==> config.mk <==
export PLATFORM = sky130hd
export DESIGN_NAME = rx_pkt_status_tracker
export DESIGN_NICKNAME = d
export VERILOG_FILES = /design/src/rtl/rxst_pkg.sv /design/src/rtl/rxst_queue.sv /design/src/rtl/rxst_ingress.sv /design/src/rtl/rxst_rdtrack.sv /design/src/rtl/rxst_ovr_mon.sv /design/src/rtl/rx_pkt_status_tracker.sv
export SDC_FILE = /design/constraint.sdc
export NUM_CORES = 1
export LEC_CHECK = 0
export ABC_AREA = 1
export CAP_MARGIN = 20
export CORE_ASPECT_RATIO = 0.5
export CORE_MARGIN = 5
export CORE_UTILIZATION = 30
export DETAILED_ROUTE_END_ITERATION = 16
export DONT_BUFFER_PORTS = 1
export GPL_TIMING_DRIVEN = 0
export HOLD_SLACK_MARGIN = 0.1
export PLACE_DENSITY = 0.42
export SETUP_SLACK_MARGIN = 0.15
export SKIP_CTS_REPAIR_TIMING = 1
export SLEW_MARGIN = 20
export SYNTH_ARGS = -nofsm -noshare
export SYNTH_HDL_FRONTEND = slang
export SYNTH_SLANG_ARGS = --single-unit
==> constraint.sdc <==
create_clock -name clk -period 2.6 [get_ports clk]
set_clock_uncertainty 0.05 [all_clocks]
set_input_delay 0.26 -clock clk [delete_from_list [all_inputs] [get_ports clk]]
set_output_delay 0.26 -clock clk [all_outputs]
set_load 0.02 [all_outputs]
==> src/rtl/rxst_pkg.sv <==
package rxst_pkg;

  localparam int unsigned LEN_W  = 11;
  localparam int unsigned CODE_W = 4;

  localparam logic [CODE_W-1:0] CODE_NONE    = 4'b0000;
  localparam logic [CODE_W-1:0] CODE_DRIBBLE = 4'b0010;
  localparam logic [CODE_W-1:0] CODE_OVERRUN = 4'b1000;
  localparam logic [CODE_W-1:0] CODE_OVRSIZE = 4'b1001;
  localparam logic [CODE_W-1:0] CODE_RUNT    = 4'b1011;
  localparam logic [CODE_W-1:0] CODE_ALIGN   = 4'b1100;
  localparam logic [CODE_W-1:0] CODE_CRC     = 4'b1101;

  typedef struct packed {
    logic              incomplete;
    logic [CODE_W-1:0] code;
    logic [LEN_W-1:0]  len;
  } rx_stat_t;

  function automatic logic [CODE_W-1:0] norm_code(input logic [CODE_W-1:0] c);
    case (c)
      CODE_DRIBBLE, CODE_OVERRUN, CODE_OVRSIZE,
      CODE_RUNT, CODE_ALIGN, CODE_CRC: return c;
      default:                         return CODE_NONE;
    endcase
  endfunction

endpackage

==> src/rtl/rxst_queue.sv <==
module rxst_queue import rxst_pkg::*; #(
  parameter int unsigned DEPTH = 8,
  localparam int unsigned PTR_W = (DEPTH > 1) ? $clog2(DEPTH) : 1,
  localparam int unsigned CNT_W = $clog2(DEPTH + 1)
) (
  input  logic             clk,
  input  logic             rst_n,
  input  logic             clr,
  input  logic             push,
  input  rx_stat_t         push_word,
  input  logic             pop,
  output rx_stat_t         head_word,
  output logic [CNT_W-1:0] count,
  output logic             empty,
  output logic             full
);

  logic [PTR_W-1:0] wr_ptr, rd_ptr;
  rx_stat_t         slots [DEPTH];
  logic             push_ok, pop_ok;

  assign empty   = (count == '0);
  assign full    = (count == CNT_W'(DEPTH));
  assign pop_ok  = pop && !empty;
  assign push_ok = push && (!full || pop_ok);

  for (genvar i = 0; i < DEPTH; i++) begin : g_slot
    rx_stat_t slot_q;
    always_ff @(posedge clk) begin
      if (push_ok && (wr_ptr == PTR_W'(i))) slot_q <= push_word;
    end
    assign slots[i] = slot_q;
  end

  assign head_word = slots[rd_ptr];

  function automatic logic [PTR_W-1:0] bump(input logic [PTR_W-1:0] p);
    return (p == PTR_W'(DEPTH - 1)) ? '0 : p + PTR_W'(1);
  endfunction

  always_ff @(posedge clk or negedge rst_n) begin
    if (!rst_n) begin
      wr_ptr <= '0;
      rd_ptr <= '0;
      count  <= '0;
    end else if (clr) begin
      wr_ptr <= '0;
      rd_ptr <= '0;
      count  <= '0;
    end else begin
      if (push_ok) wr_ptr <= bump(wr_ptr);
      if (pop_ok)  rd_ptr <= bump(rd_ptr);
      case ({push_ok, pop_ok})
        2'b10:   count <= count + CNT_W'(1);
        2'b01:   count <= count - CNT_W'(1);
        default: count <= count;
      endcase
    end
  end

endmodule

==> src/rtl/rxst_ingress.sv <==
module rxst_ingress import rxst_pkg::*; (
  input  logic              clk,
  input  logic              rst_n,
  input  logic              clr,
  input  logic              mac_start,
  input  logic              mac_byte,
  input  logic              mac_end,
  input  logic [CODE_W-1:0] mac_err,
  input  logic              refuse,
  input  logic [LEN_W-1:0]  early_thresh,
  output logic              receiving,
  output logic [LEN_W-1:0]  cur_len,
  output logic              push,
  output rx_stat_t          push_word,
  output logic              complete_p,
  output logic              early_p
);

  logic             byte_ok;
  logic [LEN_W-1:0] len_next;

  // Count a byte only inside an accepted packet, and hold at the top of the range.
  assign byte_ok  = receiving && mac_byte && (cur_len != '1);
  assign len_next = byte_ok ? cur_len + LEN_W'(1) : cur_len;

  assign push = receiving && mac_end && !clr;
  always_comb begin
    push_word            = '0;
    push_word.incomplete = 1'b0;
    push_word.code       = norm_code(mac_err);
    push_word.len        = len_next;
  end

  always_ff @(posedge clk or negedge rst_n) begin
    if (!rst_n) begin
      receiving  <= 1'b0;
      cur_len    <= '0;
      complete_p <= 1'b0;
      early_p    <= 1'b0;
    end else if (clr) begin
      receiving  <= 1'b0;
      cur_len    <= '0;
      complete_p <= 1'b0;
      early_p    <= 1'b0;
    end else begin
      complete_p <= push;
      early_p    <= byte_ok && (len_next == early_thresh);
      if (receiving) begin
        cur_len <= len_next;
        if (mac_end) receiving <= 1'b0;
      end else if (mac_start && !refuse) begin
        receiving <= 1'b1;
        cur_len   <= '0;
      end
    end
  end

endmodule

==> src/rtl/rxst_rdtrack.sv <==
module rxst_rdtrack import rxst_pkg::*; (
  input  logic             clk,
  input  logic             rst_n,
  input  logic             clr,
  input  logic             host_rd,
  input  logic             pop,
  input  logic             q_empty,
  input  logic [LEN_W-1:0] head_len,
  output logic             underrun,
  output logic             fail_p
);

  logic [LEN_W-1:0] rd_cnt;
  logic             overread;

  assign overread = host_rd && (q_empty || (rd_cnt >= head_len));

  always_ff @(posedge clk or negedge rst_n) begin
    if (!rst_n) begin
      rd_cnt   <= '0;
      underrun <= 1'b0;
      fail_p   <= 1'b0;
    end else if (clr) begin
      rd_cnt   <= '0;
      underrun <= 1'b0;
      fail_p   <= 1'b0;
    end else begin
      fail_p <= overread && !underrun;
      if (overread) underrun <= 1'b1;
      if (pop)                        rd_cnt <= '0;
      else if (host_rd && !overread)  rd_cnt <= rd_cnt + LEN_W'(1);
    end
  end

endmodule

==> src/rtl/rxst_ovr_mon.sv <==
module rxst_ovr_mon #(
  parameter int unsigned LVL_W      = 8,
  parameter int unsigned FIFO_CAP   = 200,
  parameter int unsigned CLR_MARGIN = 4,
  localparam int unsigned LOW_MARK  = FIFO_CAP - CLR_MARGIN
) (
  input  logic             clk,
  input  logic             rst_n,
  input  logic [LVL_W-1:0] fifo_level,
  output logic             rx_ovr
);

  always_ff @(posedge clk or negedge rst_n) begin
    if (!rst_n)                                rx_ovr <= 1'b0;
    else if (fifo_level >= LVL_W'(FIFO_CAP))   rx_ovr <= 1'b1;
    else if (fifo_level <= LVL_W'(LOW_MARK))   rx_ovr <= 1'b0;
  end

endmodule

==> src/rtl/rx_pkt_status_tracker.sv <==
module rx_pkt_status_tracker import rxst_pkg::*; #(
  parameter int unsigned DEPTH      = 8,
  parameter int unsigned LVL_W      = 8,
  parameter int unsigned FIFO_CAP   = 200,
  parameter int unsigned CLR_MARGIN = 4,
  localparam int unsigned CNT_W     = $clog2(DEPTH + 1)
) (
  input  logic              clk,
  input  logic              rst_n,
  input  logic              mac_start,
  input  logic              mac_byte,
  input  logic              mac_end,
  input  logic [3:0]        mac_err,
  input  logic [LVL_W-1:0]  fifo_level,
  input  logic [10:0]       early_thresh,
  input  logic              host_rd,
  input  logic              cmd_discard,
  input  logic              cmd_rx_reset,
  output logic [15:0]       head_status,
  output logic              st_receiving,
  output logic              st_underrun,
  output logic              st_stat_ovr,
  output logic              st_rx_ovr,
  output logic              evt_rx_complete,
  output logic              evt_rx_early,
  output logic              evt_adapter_fail
);

  logic             q_push, q_pop, q_empty, q_full, refuse;
  rx_stat_t         push_word, head_word;
  logic [CNT_W-1:0] q_count;
  logic [LEN_W-1:0] cur_len;

  assign q_pop  = cmd_discard && !cmd_rx_reset;
  assign refuse = q_full || st_rx_ovr;

  rxst_ovr_mon #(
    .LVL_W(LVL_W), .FIFO_CAP(FIFO_CAP), .CLR_MARGIN(CLR_MARGIN)
  ) u_ovr (
    .clk(clk), .rst_n(rst_n), .fifo_level(fifo_level), .rx_ovr(st_rx_ovr)
  );

  rxst_ingress u_in (
    .clk(clk), .rst_n(rst_n), .clr(cmd_rx_reset),
    .mac_start(mac_start), .mac_byte(mac_byte), .mac_end(mac_end),
    .mac_err(mac_err), .refuse(refuse), .early_thresh(early_thresh),
    .receiving(st_receiving), .cur_len(cur_len),
    .push(q_push), .push_word(push_word),
    .complete_p(evt_rx_complete), .early_p(evt_rx_early)
  );

  rxst_queue #(.DEPTH(DEPTH)) u_q (
    .clk(clk), .rst_n(rst_n), .clr(cmd_rx_reset),
    .push(q_push), .push_word(push_word), .pop(q_pop),
    .head_word(head_word), .count(q_count),
    .empty(q_empty), .full(q_full)
  );

  rxst_rdtrack u_rd (
    .clk(clk), .rst_n(rst_n), .clr(cmd_rx_reset),
    .host_rd(host_rd), .pop(q_pop && !q_empty), .q_empty(q_empty),
    .head_len(head_word.len),
    .underrun(st_underrun), .fail_p(evt_adapter_fail)
  );

  assign st_stat_ovr = q_full;

  // An empty queue shows the running count of the packet in progress.
  assign head_status = q_empty ? {1'b1, 4'b0000, (st_receiving ? cur_len : '0)}
                               : head_word;

endmodule

Word level (Yosys, flattened, before mapping)

Index checks and enable logic that the tools add are counted.

Word-level logic and storage cells: 128
Bits of input ports: 31
Flip-flop bits (word level): 158

Reductions and logical operators: 39
Add/sub/neg operators: 6
Magnitude comparators: 4
Bitwise operators: 1
Multiplexer cells: 32
Eq/ne operators: 19

Operator list:

| cell                                                  | number |
|---|---|
| two-way mux 11 bit                                    | 8 |
| binary-select mux 16 bit (select 3 bit)               | 1 |
| two-way mux 16 bit                                    | 3 |
| == test 4 bit, second input constant                  | 6 |
| adder 11 x 1 -> 11 bit, second input constant         | 2 |
| logical AND 1 bit                                     | 20 |
| two-way mux 3 bit                                     | 6 |
| == test 3 bit, second input constant                  | 5 |
| == test 11 bit                                        | 1 |
| >= comparator 11 bit                                  | 1 |
| two-way mux 1 bit                                     | 11 |
| != test 11 bit, second input constant                 | 1 |
| nonzero test 3 bit                                    | 3 |
| >= comparator 8 bit, second input constant            | 1 |
| less-or-equal comparator 8 bit, second input constant | 1 |
| two-way mux 4 bit                                     | 2 |
| one-hot mux 4 bit (2 select lines)                    | 1 |
| nonzero test 2 bit                                    | 4 |
| adder 3 x 1 -> 3 bit, second input constant           | 2 |
| == test 3 x 2 -> 1 bit, second input constant         | 2 |
| logical NOT 1 bit                                     | 6 |
| OR reduction 6 bit                                    | 1 |
| adder 4 x 1 -> 4 bit, second input constant           | 1 |
| == test 4 x 2 -> 1 bit, second input constant         | 1 |
| 9 further kinds                                       | 11 |

Longest topological paths before layout

Gate-level depths: netlist of run 1.

Depth in word-level cells: 12
Mapped depth: 17
Gate-level depth less buffers: 14

Modules after synthesis

From an unflattened synthesis of run 1, not the netlist that was laid out.

Cell total of the unflattened synthesis: 928
Area total of the unflattened synthesis: 8480.6 µm²

By module, submodules not included:

| module                | times used | cells each | area an instance (µm²) |
|---|---|---|---|
| rxst_queue            | 1          | 496        | 5791.8 |
| rxst_ingress          | 1          | 206        | 1278.7 |
| rxst_rdtrack          | 1          | 164        | 1111.1 |
| rx_pkt_status_tracker | 1          | 52         | 240.2 |
| rxst_ovr_mon          | 1          | 10         | 58.8 |

Worst setup path before layout of run 1

Ideal clock, no wire load.

Kind: flip-flop to flip-flop
Start: register u_q.rd_ptr[0]
End: register u_rd.rd_cnt[8]
Data arrival time: 2.444 ns
Required time: 2.423 ns
Cell stages (with the launch flop): 17
Period minus slack after synthesis: 2.622 ns
Path slack: -0.022 ns
Library setup time: 0.127 ns
Path through: dfrtp_1 -> buf_2 -> clkinv_1 -> clkbuf_1 -> nor2_1 -> o221ai_1 -> nand2_1 -> ha_1 -> a21oi_1 -> o21ai_0 -> nand3_1 -> nand4_1 -> nor2_1 -> nand2_1 -> nand2_2 -> buf_2 -> o21ai_0

Word-level cells in the longest chain between the ends: 10

Ends and longest elaborated chain:

| item                                                  | RTL line           | source |
|---|---|---|
| start, declared                                       | rxst_queue.sv:18   | `logic [PTR_W-1:0] wr_ptr, rd_ptr;` |
| start signal, assigned                                | rxst_queue.sv:52   | `if (pop_ok) rd_ptr <= bump(rd_ptr);` |
| NOT 3 -> 4 bit (implied by the code)                  | rxst_queue.sv:35   | `assign head_word = slots[rd_ptr];` |
| binary-select mux 16 bit (select 3 bit)               | rxst_queue.sv:35   |  |
| two-way mux 16 bit (implied by the code) (2 in a row) | rxst_queue.sv:35   |  |
| >= comparator 11 bit                                  | rxst_rdtrack.sv:16 | `assign overread = host_rd && (q_empty \|\| (rd_cnt >= head_len));` |
| logical OR 1 bit                                      | rxst_rdtrack.sv:16 |  |
| logical AND 1 bit                                     | rxst_rdtrack.sv:16 |  |
| logical NOT 1 bit                                     | rxst_rdtrack.sv:31 | `else if (host_rd && !overread) rd_cnt <= rd_cnt + LEN_W'(1);` |
| logical AND 1 bit                                     | rxst_rdtrack.sv:31 |  |
| nonzero test 3 bit (no source line)                   | n/a                |  |
| end signal, assigned                                  | rxst_rdtrack.sv:31 |  |
| end, declared                                         | rxst_rdtrack.sv:13 | `logic [LEN_W-1:0] rd_cnt;` |

Every way passes these cells. The select of a mux whose other input is x is not followed.
A chain may end at the register's enable or synchronous reset.

Worst setup path in the final report of run 1

Start: register u_q.rd_ptr[0]
End: register u_rd.rd_cnt[6]

Same word-level chain as after synthesis.

==> results by group, run 1 <==
Placed design
  – I/O Buffers: 0
  – Detailed placer's ending HPWL: 16.4 mm
  – Area of placed instances: 8320 um2
  – Place WS: -0.759 ns
  – Cell count after placement: 1,133
  – RD Place Congestion: 0.824

Pwr
  – VDD IR max: 0.478 mV
  – Overall power: 8.83 mW
  – Power per cell area: 885 nW/um2
  – LEAKAGE: 3.87 nW

Setup path
  – Critical setup path kind: reg2reg
  – CP max FO: 7
  – CP Capture Type: register
  – CP Data Required Time: 2.87 ns
  – Worst R2R Start: u_q.rd_ptr[0]
  – WP data arrival: 3.04 ns
  – Worst reg-to-reg setup slack: -0.17 ns
  – Worst setup path start: u_q.rd_ptr[0]
  – CP startpoint kind: register

STA
  – Final Hold Viols: 1
  – Fmax: 0.361 GHz
  – Setup TNS: -1.80 ns
  – Max_slew headroom: 43.6%
  – Fin crit period: 2.77 ns
  – Setup WS post-layout: -0.171 ns
  – Worst Hold Slack: -0.0522 ns
  – Fin. max-slew vios: 0
  – Final Setup Violations: 14
  – RSZ-0062 raised after global routing: yes
  – Slew @ Worst Pin: 0.837 ns
  – Final period util: 107%

Routing
  – Routed length per instance: 20.1 um
  – Via Count: 5,995
  – Residual DRC count: 0
  – DR pass1 iterations: 4
  – Final ANT Viol Nets: 0
  – Initial DRC Count: 474
  – Drt total wl: 24.2 mm
  – Vias per cell: 4.98

Final layout
  – Fin cells: 1,203
  – Final net count: 901
  – Area Overhead vs Synth: 29.5%
  – # diodes: 0
  – Final Cell Area: 9980 um2
  – Commonest non-fill, non-tap cell in the layout: edfxtp_1
  – Final core utilization: 39.5%
  – Commonest cells after routing, fill and taps aside: edfxtp_1, nor2_1, nand2_1, inv_1, o21ai_0
  – Share of cells above drive strength 1: 23.2%

Clock network
  – CTS Buffer Depth: 2
  – Cts bufs inserted: 17
  – Clock root cell: clkbuf_16
  – Clk Latency, worst-skew pair: 0.43 ns
  – Reg clk slew, reported paths: 0.07 ns
  – CTS sink cnt: 158
  – CTS H-tree depth: 4
  – CTS tree: yes

Synthesis
  – Net Count, Synth: 832
  – Mean post-synth cell area: 9.91 um2
  – Cells after Synth: 777
  – Synth warn: 0
  – #FFs+latches synth: 158
  – Mapped cell area: 7700 um2
  – Main synth FF type: edfxtp_1
  – Number of enable flip-flop cells after synthesis: 120
  – Register area share after synthesis: 59.1%
  – Yosys cell types: 42
  – Fraction of registers with async set/reset: 24.1%

Run
  – Max-cap violations: 0

Global routing
  – Vias in the first global route: 5,461
  – Largest net degree at the start of global routing: 39
  – First-pass GRT wire length: 34.7 mm
  – Initial antenna violation count: 0
  – Gr usage total: 16.1%
  – Grt ovf: 0

Min path
  – Hold path start: host_rd
  – Worst Hold Class: in2reg

Run status
  – Outcome: finished, violations left
  – Failing checks: negative hold slack, negative setup slack

Floorplanning
  – Row Count: 41
  – Starting Density: 30.5%
  – IO Pins: 54
  – Die area: 29,200 um2
  – Die Wd: 237 um
  – Die Ht: 123 um
  – Core area: 25,200 um2
==> final timing paths <==
| check | endpoint | cells after the start |
|---|---|---|
| setup / recovery | u_rd.rd_cnt[6] | 15 |
| hold / removal | u_rd.rd_cnt[1] | 2 |
| setup reg to reg | u_rd.rd_cnt[6] | 15 |
| hold reg to reg | u_rd.fail_p | 1 |
| max in group asynchronous | u_q.rd_ptr[0] | 2 |
| min in group asynchronous | u_rd.rd_cnt[10] | 2 |
==> metal layers <==
layer  global-route usage [%]  vias to the layer above  share of wire [%]
li1                         -                     2874                  -
met1                     23.5                     2969                 48
met2                     24.5                      132                 45
met3                     3.72                       20                5.6
met4                     3.89                        0                1.2
met5                        0                        -                  0
==> cell usage after synthesis, types with 2 or more instances <==
| cell type | count | share of area, % |
|---|---|---|
| buf_4 | 2 | 0.19 |
| nand3_2 | 2 | 0.26 |
| nand2_2 | 10 | 0.81 |
| inv_1 | 72 | 3.5 |
| nand3_1 | 47 | 3.1 |
| nor2_4 | 3 | 0.44 |
| o22ai_1 | 15 | 1.2 |
| a31oi_1 | 4 | 0.32 |
| nor4_1 | 5 | 0.41 |
| xnor2_1 | 2 | 0.23 |
| inv_2 | 4 | 0.19 |
| o21ai_0 | 91 | 5.9 |
| edfxtp_1 | 120 | 47 |
| nor2_1 | 105 | 5.1 |
| nor3_1 | 13 | 0.84 |
| buf_2 | 3 | 0.19 |
| nand2_1 | 117 | 5.7 |
| a21oi_1 | 13 | 0.84 |
| ha_1 | 23 | 3.7 |
| o21a_1 | 2 | 0.19 |
| nand4_1 | 9 | 0.73 |
| nand3b_1 | 3 | 0.29 |
| dfrtp_1 | 38 | 12 |
| xor2_1 | 5 | 0.57 |
| o21ai_1 | 7 | 0.45 |
| o221ai_1 | 21 | 2.4 |
| clkbuf_1 | 26 | 1.3 |
==> registers in the layout, summed over array words and instances (netlist names) <==
name               cells
u_in.complete_p        1
u_in.cur_len          11
u_in.early_p           1
u_in.receiving         1
u_ovr.rx_ovr           1
u_q.count              4
u_q.g_slot.slot_q    120
u_q.rd_ptr             3
u_q.wr_ptr             3
u_rd.fail_p            1
u_rd.rd_cnt           11
u_rd.underrun          1
==> critical path: stages (launching register included) <==
cell and delay [ns]:
dfrtp_2 0.45, buf_12 0.17, buf_12 0.13, o21ai_0 0.24, o221ai_2 0.17, nand2_2 0.17, ha_1 0.24, nand2_1 0.11
o21ai_1 0.09, nand2_1 0.06, nand4_1 0.14, nor2_2 0.17, nand2_2 0.10, nand2_4 0.13, clkbuf_16 0.17, o21ai_2 0.05
==> cell families (layout without fill, tap and decap cells) <==
kind of cell	Yosys count	in the layout	share of synthesized area, %
AOI/OAI and AO/OA	158	158	11.9
xor gates and xnor gates	7	7	0.796
adders and majority gates	24	24	4.00
buffers and inverters	109	191	5.52
DFF	158	158	59.1
and+or+nand+nor	321	321	18.7
==> area by class of cell <==
cell class	count	area [um2]
Clock buffer	17	425
Timing Repair Buffer	49	631
Multi-Input combinational cell	510	3130
Tap cell	344	430
Buffer	31	324
Sequential cell	158	4560
Fill cell	2496	15300
Inverter	78	314
Clock inverter	15	150
Timing Repair inverter	1	16.3
==> report_power, final <==
group	switching [mW]	internal, mW	total, mW	leakage [nW]
combinational	2.13	1.31	3.44	1.95
sequential	0.111	2.81	2.92	1.65
clock	1.19	1.28	2.47	0.278
total	3.43	5.40	8.83	3.87
Power figures use the tool's default switching activity.
==> run 2: changes to the inputs <==
- CORE_MARGIN: 5 -> 1.5
==> results by group, run 2 (synthesis results as in run 1) <==
Routing
  – Vias per cell: 5.01 (+0.60%)
  – Final ANT Viol Nets: 0 (unchanged)
  – DR pass1 iterations: 5 (+1)
  – Via Count: 6,061 (+1.1%)
  – Initial DRC Count: 377 (-20%)
  – Residual DRC count: 0 (unchanged)
  – Drt total wl: 24.1 mm (-0.18%)
  – Routed length per instance: 20.0 um (-0.67%)

Run
  – Max-cap violations: 0 (unchanged)

Final layout
  – Area Overhead vs Synth: 32.8%
  – Final net count: 907 (+0.67%)
  – Commonest cells after routing, fill and taps aside: edfxtp_1, nor2_1, nand2_1, inv_1, o21ai_0
  – Multi-input logic area: 3330 um2 (+6.5%)
  – Reg area: 4560 um2 (unchanged)
  – # diodes: 0 (unchanged)
  – Largest register FFs: 120 (unchanged)
  – Share of cells above drive strength 1: 27.7% (+4.6 points)
  – Largest Register: u_q.g_slot.slot_q
  – Fill count: 2,419 (-3.1%)
  – Top Registers: u_q.g_slot.slot_q x120, u_in.cur_len x11, u_rd.rd_cnt x11
  – Commonest non-fill, non-tap cell in the layout: edfxtp_1

Clock network
  – Cts bufs inserted: 17 (unchanged)
  – Clk Latency, worst-skew pair: 0.44 ns (about the same)
  – CTS Buffer Depth: 2 (unchanged)
  – Reg clk slew, reported paths: 0.07 ns (about the same)
  – CTS sink cnt: 158 (unchanged)
  – CTS tree: yes
  – Clock root cell: clkbuf_16
  – CTS H-tree depth: 4 (unchanged)

STA
  – Fin. max-slew vios: 0 (unchanged)
  – Final period util: 107% (+0.14 points)
  – Final Setup Violations: 11 (-3)
  – Slew @ Worst Pin: 0.906 ns (+0.0693 ns)
  – Max_slew headroom: 38.9% (-4.7 points)
  – Worst Hold Slack: -0.0500 ns (+0.00216 ns)
  – Setup WS post-layout: -0.175 ns (-0.00374 ns)
  – Fin crit period: 2.77 ns (+0.00374 ns)
  – Fmax: 0.360 GHz (-0.14%)
  – Final Hold Viols: 2 (+1)
  – RSZ-0062 raised after global routing: yes
  – Setup TNS: -1.75 ns (+0.0469 ns)

Placed design
  – I/O Buffers: 0 (unchanged)
  – RD Place Congestion: 0.835 (+1.3%)
  – Detailed placer's ending HPWL: 16.5 mm (+0.58%)
  – Place WS: -0.787 ns (-0.0279 ns)

Setup path
  – Cell count along the critical path: 16 (+1)
  – CP max FO: 7 (unchanged)
  – CP max stage delay: 0.45 ns (about the same)
  – Top delay family on crit path: simple AND/OR/NAND/NOR gates
  – Crit-path cells: buf_12 > inv_16 > clkbuf_16 > o21ai_2 > o221ai_2 > nand2_2 > ha_4 > a21oi_2 > o21ai_1 > nand2_1 > nand4_1 > nor2_2 > nand2_2 > nand2_4 > clkbuf_16 > o21ai_1
  – Critical path's slowest cell: dfrtp_2
  – CP Data Required Time: 2.87 ns (about the same)
  – Critical path endpoint: u_rd.rd_cnt[3]
  – CP startpoint kind: register
  – Worst setup path start: u_q.rd_ptr[0]
  – WP data arrival: 3.05 ns (about the same)
  – Worst Reg2Reg Path Length in Cells: 16 (+1)
  – Worst R2R Start: u_q.rd_ptr[0]
  – Worst path bufs/invs: 4 (+1)
  – Critical setup path kind: reg2reg
  – FF-to-FF End: u_rd.rd_cnt[3]
  – Worst reg-to-reg setup slack: -0.17 ns (about the same)
  – CP Capture Type: register

Global routing
  – Grt ovf: 0 (unchanged)
  – Vias in the first global route: 5,711 (+4.6%)
  – Gr usage total: 17.9% (+1.8 points)
  – First-pass GRT wire length: 35.0 mm (+0.89%)
  – Largest net degree at the start of global routing: 39 (unchanged)
  – Initial antenna violation count: 0 (unchanged)

Floorplanning
  – IO Pins: 54 (unchanged)
  – Die Wd: 230 um (-3.0%)
  – Starting Density: 30.6% (+0.062 points)
  – Row Count: 41 (unchanged)
  – Die Ht: 116 um (-5.7%)
  – Die area: 26,700 um2 (-8.5%)
  – Core area: 25,200 um2 (-0.20%)

Run status
  – Failing checks: negative hold slack, negative setup slack
  – Outcome: finished, violations left

Pwr
  – LEAKAGE: 3.95 nW (+2.0%)
  – Power per cell area: 899 nW/um2 (+1.7%)
  – VDD IR max: 0.469 mV (-1.9%)

Min path
  – Worst hold stages: 2 (unchanged)
  – Worst Hold Class: in2reg
-- run 2: changes by cell type in the layout (fill, tap and decap cells not counted), moves of 4 or more --
cell      delta
nand2_1      -8
buf_6        +4
o21ai_0      -7
o221ai_1     -6
clkbuf_2     +4
o21ai_2      +5
nand2_2      +6
nor2_1       -4
buf_12       -4
o221ai_2     +6
-- run 2: power by group --
group / internal, mW / total (mW) / switching [mW]
Sequential: 2.81 / 2.93 / 0.121
Combinational: 1.47 / 3.75 / 2.28
Clock: 1.30 / 2.53 / 1.23
Total: 5.57 / 9.20 / 3.63
-- run 2: how the worst min path moves through the flow --
stage / startpoint / slack (ns) / to
3_5_place_dp: rst_n / -0.08 / u_q.count[1]
3_3_place_gp: rst_n / -0.08 / u_q.count[1]
2_1_floorplan: rst_n / -0.09 / u_in.complete_p
4_1_cts: rst_n / -0.56 / u_in.cur_len[2]
6_report: host_rd / -0.05 / u_rd.rd_cnt[1]
5_1_grt: host_rd / -0.05 / u_rd.rd_cnt[1]
-- run 2: routing by layer --
metal / track usage (%) / up-vias / part of all wire (%) / wire length, um
met4: 5.35 / 0 / 1.7 / 414
met2: 29.6 / 133 / 47 / 11400
met1: 23.4 / 3014 / 47 / 11400
li1: - / 2888 / - / -
met3: 4.42 / 26 / 4.1 / 995
met5: 0 / - / 0 / 0
-- run 2: layout make-up --
cell class                      count  area share, %
Buffer                             31           3.24
Clock buffer                       17           4.16
Clock inverter                     15           1.66
Inverter                           78           3.11
Multi-Input combinational cell    510           32.6
Sequential cell                   158           44.5
Tap cell                          344           4.21
Timing Repair Buffer               55           6.36
Timing Repair inverter              1          0.159
-- run 2: through the flow --
step	hold WS (ns)	util (%)	cell area (um2)	instances	total power, mW
after floorplan	-0.0856	-	7740	777	4.51
after global placement	-0.0847	32.4	8170	1121	5.27
after detailed placement	-0.0849	33.1	8330	1135	5.29
after CTS	-0.558	35.4	8930	1167	7.80
after global routing	-0.0498	40.6	10200	1209	9.62
final	-0.0500	40.6	10200	1209	9.20
-- run 2: worst register-to-register path: cells and delay by family (launching register included) --
kind	cells	cell delay (ns)
AOI/OAI and AO/OA	5	0.54
buffers and inverters	4	0.60
DFF	1	0.45
adders and majority gates	1	0.26
and+or+nand+nor	6	0.77
==> run 3: changes to the inputs <==
- CTS_CLUSTER_SIZE: default -> 12
- TNS_END_PERCENT: default -> 50
==> results by group, run 3 (synthesis results as in run 1) <==
Global routing
  – Vias in the first global route: 5,711 (unchanged)
  – Largest net degree at the start of global routing: 39 (unchanged)
  – Initial antenna violation count: 0 (unchanged)
  – First-pass GRT wire length: 35.0 mm (unchanged)
  – Grt ovf: 0 (unchanged)
  – Gr usage total: 17.9% (unchanged)

Clock network
  – Cts bufs inserted: 17 (unchanged)
  – Clk Latency, worst-skew pair: 0.44 ns (about the same)
  – CTS sink cnt: 158 (unchanged)
  – CTS H-tree depth: 4 (unchanged)
  – CTS Buffer Depth: 2 (unchanged)
  – CTS tree: yes
  – Clock root cell: clkbuf_16
  – Reg clk slew, reported paths: 0.07 ns (about the same)

Setup path
  – Worst reg-to-reg setup slack: -0.17 ns (about the same)
  – CP max FO: 7 (unchanged)
  – Worst path bufs/invs: 4 (unchanged)
  – CP max stage delay: 0.45 ns (about the same)
  – CP Capture Type: register
  – Crit-path cells: buf_12 > inv_16 > clkbuf_16 > o21ai_2 > o221ai_2 > nand2_2 > ha_4 > a21oi_2 > o21ai_1 > nand2_1 > nand4_1 > nor2_2 > nand2_2 > nand2_4 > clkbuf_16 > o21ai_1
  – Worst Reg2Reg Path Length in Cells: 16 (unchanged)
  – Worst R2R Start: u_q.rd_ptr[0]
  – Critical setup path kind: reg2reg
  – CP startpoint kind: register
  – CP Data Required Time: 2.87 ns (about the same)
  – Top delay family on crit path: simple AND/OR/NAND/NOR gates
  – WP data arrival: 3.04 ns (about the same)
  – FF-to-FF End: u_rd.rd_cnt[3]
  – Critical path's slowest cell: dfrtp_2

Floorplanning
  – Row Count: 41 (unchanged)
  – Die Ht: 116 um (unchanged)
  – Die Wd: 230 um (unchanged)
  – IO Pins: 54 (unchanged)
  – Core area: 25,200 um2 (unchanged)
  – Die area: 26,700 um2 (unchanged)
  – Starting Density: 30.6% (unchanged)

Min path
  – Hold path start: host_rd
  – Worst Hold Class: in2reg
  – Hold EP: u_rd.rd_cnt[1]
  – Worst hold stages: 2 (unchanged)

Routing
  – Drt total wl: 24.3 mm (+0.72%)
  – Vias per cell: 5.03 (+0.25%)
  – DR pass1 iterations: 5 (unchanged)
  – Routed length per instance: 20.1 um (+0.72%)
  – Initial DRC Count: 385 (+2.1%)
  – Via Count: 6,076 (+0.25%)
  – Residual DRC count: 0 (unchanged)
  – Final ANT Viol Nets: 0 (unchanged)

Final layout
  – Share of cells above drive strength 1: 27.7% (unchanged)
  – Largest Register: u_q.g_slot.slot_q
  – Commonest cells after routing, fill and taps aside: edfxtp_1, nor2_1, nand2_1, inv_1, o21ai_0
  – Final Cell Area: 10,200 um2 (about the same)
  – Area Overhead vs Synth: 32.7% (about the same)
  – Largest register FFs: 120 (unchanged)
  – Final net count: 907 (unchanged)
  – Commonest non-fill, non-tap cell in the layout: edfxtp_1
  – # diodes: 0 (unchanged)
  – Top Registers: u_q.g_slot.slot_q x120, u_in.cur_len x11, u_rd.rd_cnt x11

STA
  – Max_slew headroom: 39.7% (+0.74 points)
  – Fin. max-slew vios: 0 (unchanged)
  – Setup WS post-layout: -0.170 ns (+0.00466 ns)
  – Worst Hold Slack: -0.0506 ns (-0.000585 ns)
  – RSZ-0062 raised after global routing: yes
  – Slew @ Worst Pin: 0.895 ns (-0.0110 ns)
  – Final Hold Viols: 2 (unchanged)
  – Fin crit period: 2.77 ns (-0.00466 ns)
  – Setup TNS: -1.69 ns (+0.0594 ns)
  – Final Setup Violations: 11 (unchanged)
  – Final period util: 107% (-0.18 points)
  – Fmax: 0.361 GHz (+0.17%)

Placed design
  – Detailed placer's ending HPWL: 16.5 mm (unchanged)
  – Area of placed instances: 8330 um2 (unchanged)
  – RD Place Congestion: 0.835 (unchanged)
  – I/O Buffers: 0 (unchanged)

Pwr
  – VDD IR max: 0.468 mV (-0.19%)
  – Power per cell area: 899 nW/um2 (about the same)
  – LEAKAGE: 3.95 nW (about the same)

Run status
  – Failing checks: negative hold slack, negative setup slack
  – Outcome: finished, violations left

Run
  – Max-cap violations: 0 (unchanged)
## run 3: area by class of cell
class,instances,area [um2]
Inverter,78,318
Clock buffer,17,425
Fill cell,2420,15000
Multi-Input combinational cell,510,3330
Timing Repair Buffer,55,651
Timing Repair inverter,1,16.3
Clock inverter,15,170
Buffer,31,332
Sequential cell,158,4560
Tap cell,344,430
## run 3: how the worst max path moves through the flow
| stage | depth (start not counted) | start | slack, ns | to |
|---|---|---|---|---|
| final | 16 | u_q.rd_ptr[0] | -0.17 | u_rd.rd_cnt[3] |
| after global routing | 15 | u_q.rd_ptr[0] | -0.30 | u_rd.rd_cnt[3] |
| after CTS | 14 | u_q.rd_ptr[0] | -0.82 | u_rd.rd_cnt[2] |
| after detailed placement | 14 | u_q.rd_ptr[0] | -0.79 | u_rd.rd_cnt[3] |
| after global placement | 5 | u_in.receiving | -1.87 | u_q.g_slot[0].slot_q[14] |
| after floorplan | 5 | u_in.receiving | 0.04 | u_q.g_slot[4].slot_q[0] |
## run 3: metrics by stage
stage	cells	setup WS, ns	power (mW)	util, %	hold slack, ns
detailed placement	1135	-0.787	5.29	33.1	-0.0849
global route	1209	-0.305	9.62	40.6	-0.0498
CTS	1167	-0.819	7.80	35.4	-0.558
global placement	1121	-1.87	5.27	32.4	-0.0847
floorplan	777	0.0410	4.51	-	-0.0856
finish	1209	-0.170	9.19	40.6	-0.0506
## run 3: power by group
group | leakage, nW | total [mW] | switching (mW) | internal [mW]
sequential | 1.65 | 2.93 | 0.121 | 2.81
combinational | 2.01 | 3.74 | 2.27 | 1.47
clock | 0.293 | 2.53 | 1.23 | 1.30
## run 3: layer usage
| layer | track usage [%] | part of all wire, % |
|---|---|---|
| met5 | 0 | 0 |
| met4 | 5.35 | 1.6 |
| met2 | 29.6 | 47 |
| met1 | 23.4 | 47 |
| met3 | 4.42 | 3.9 |
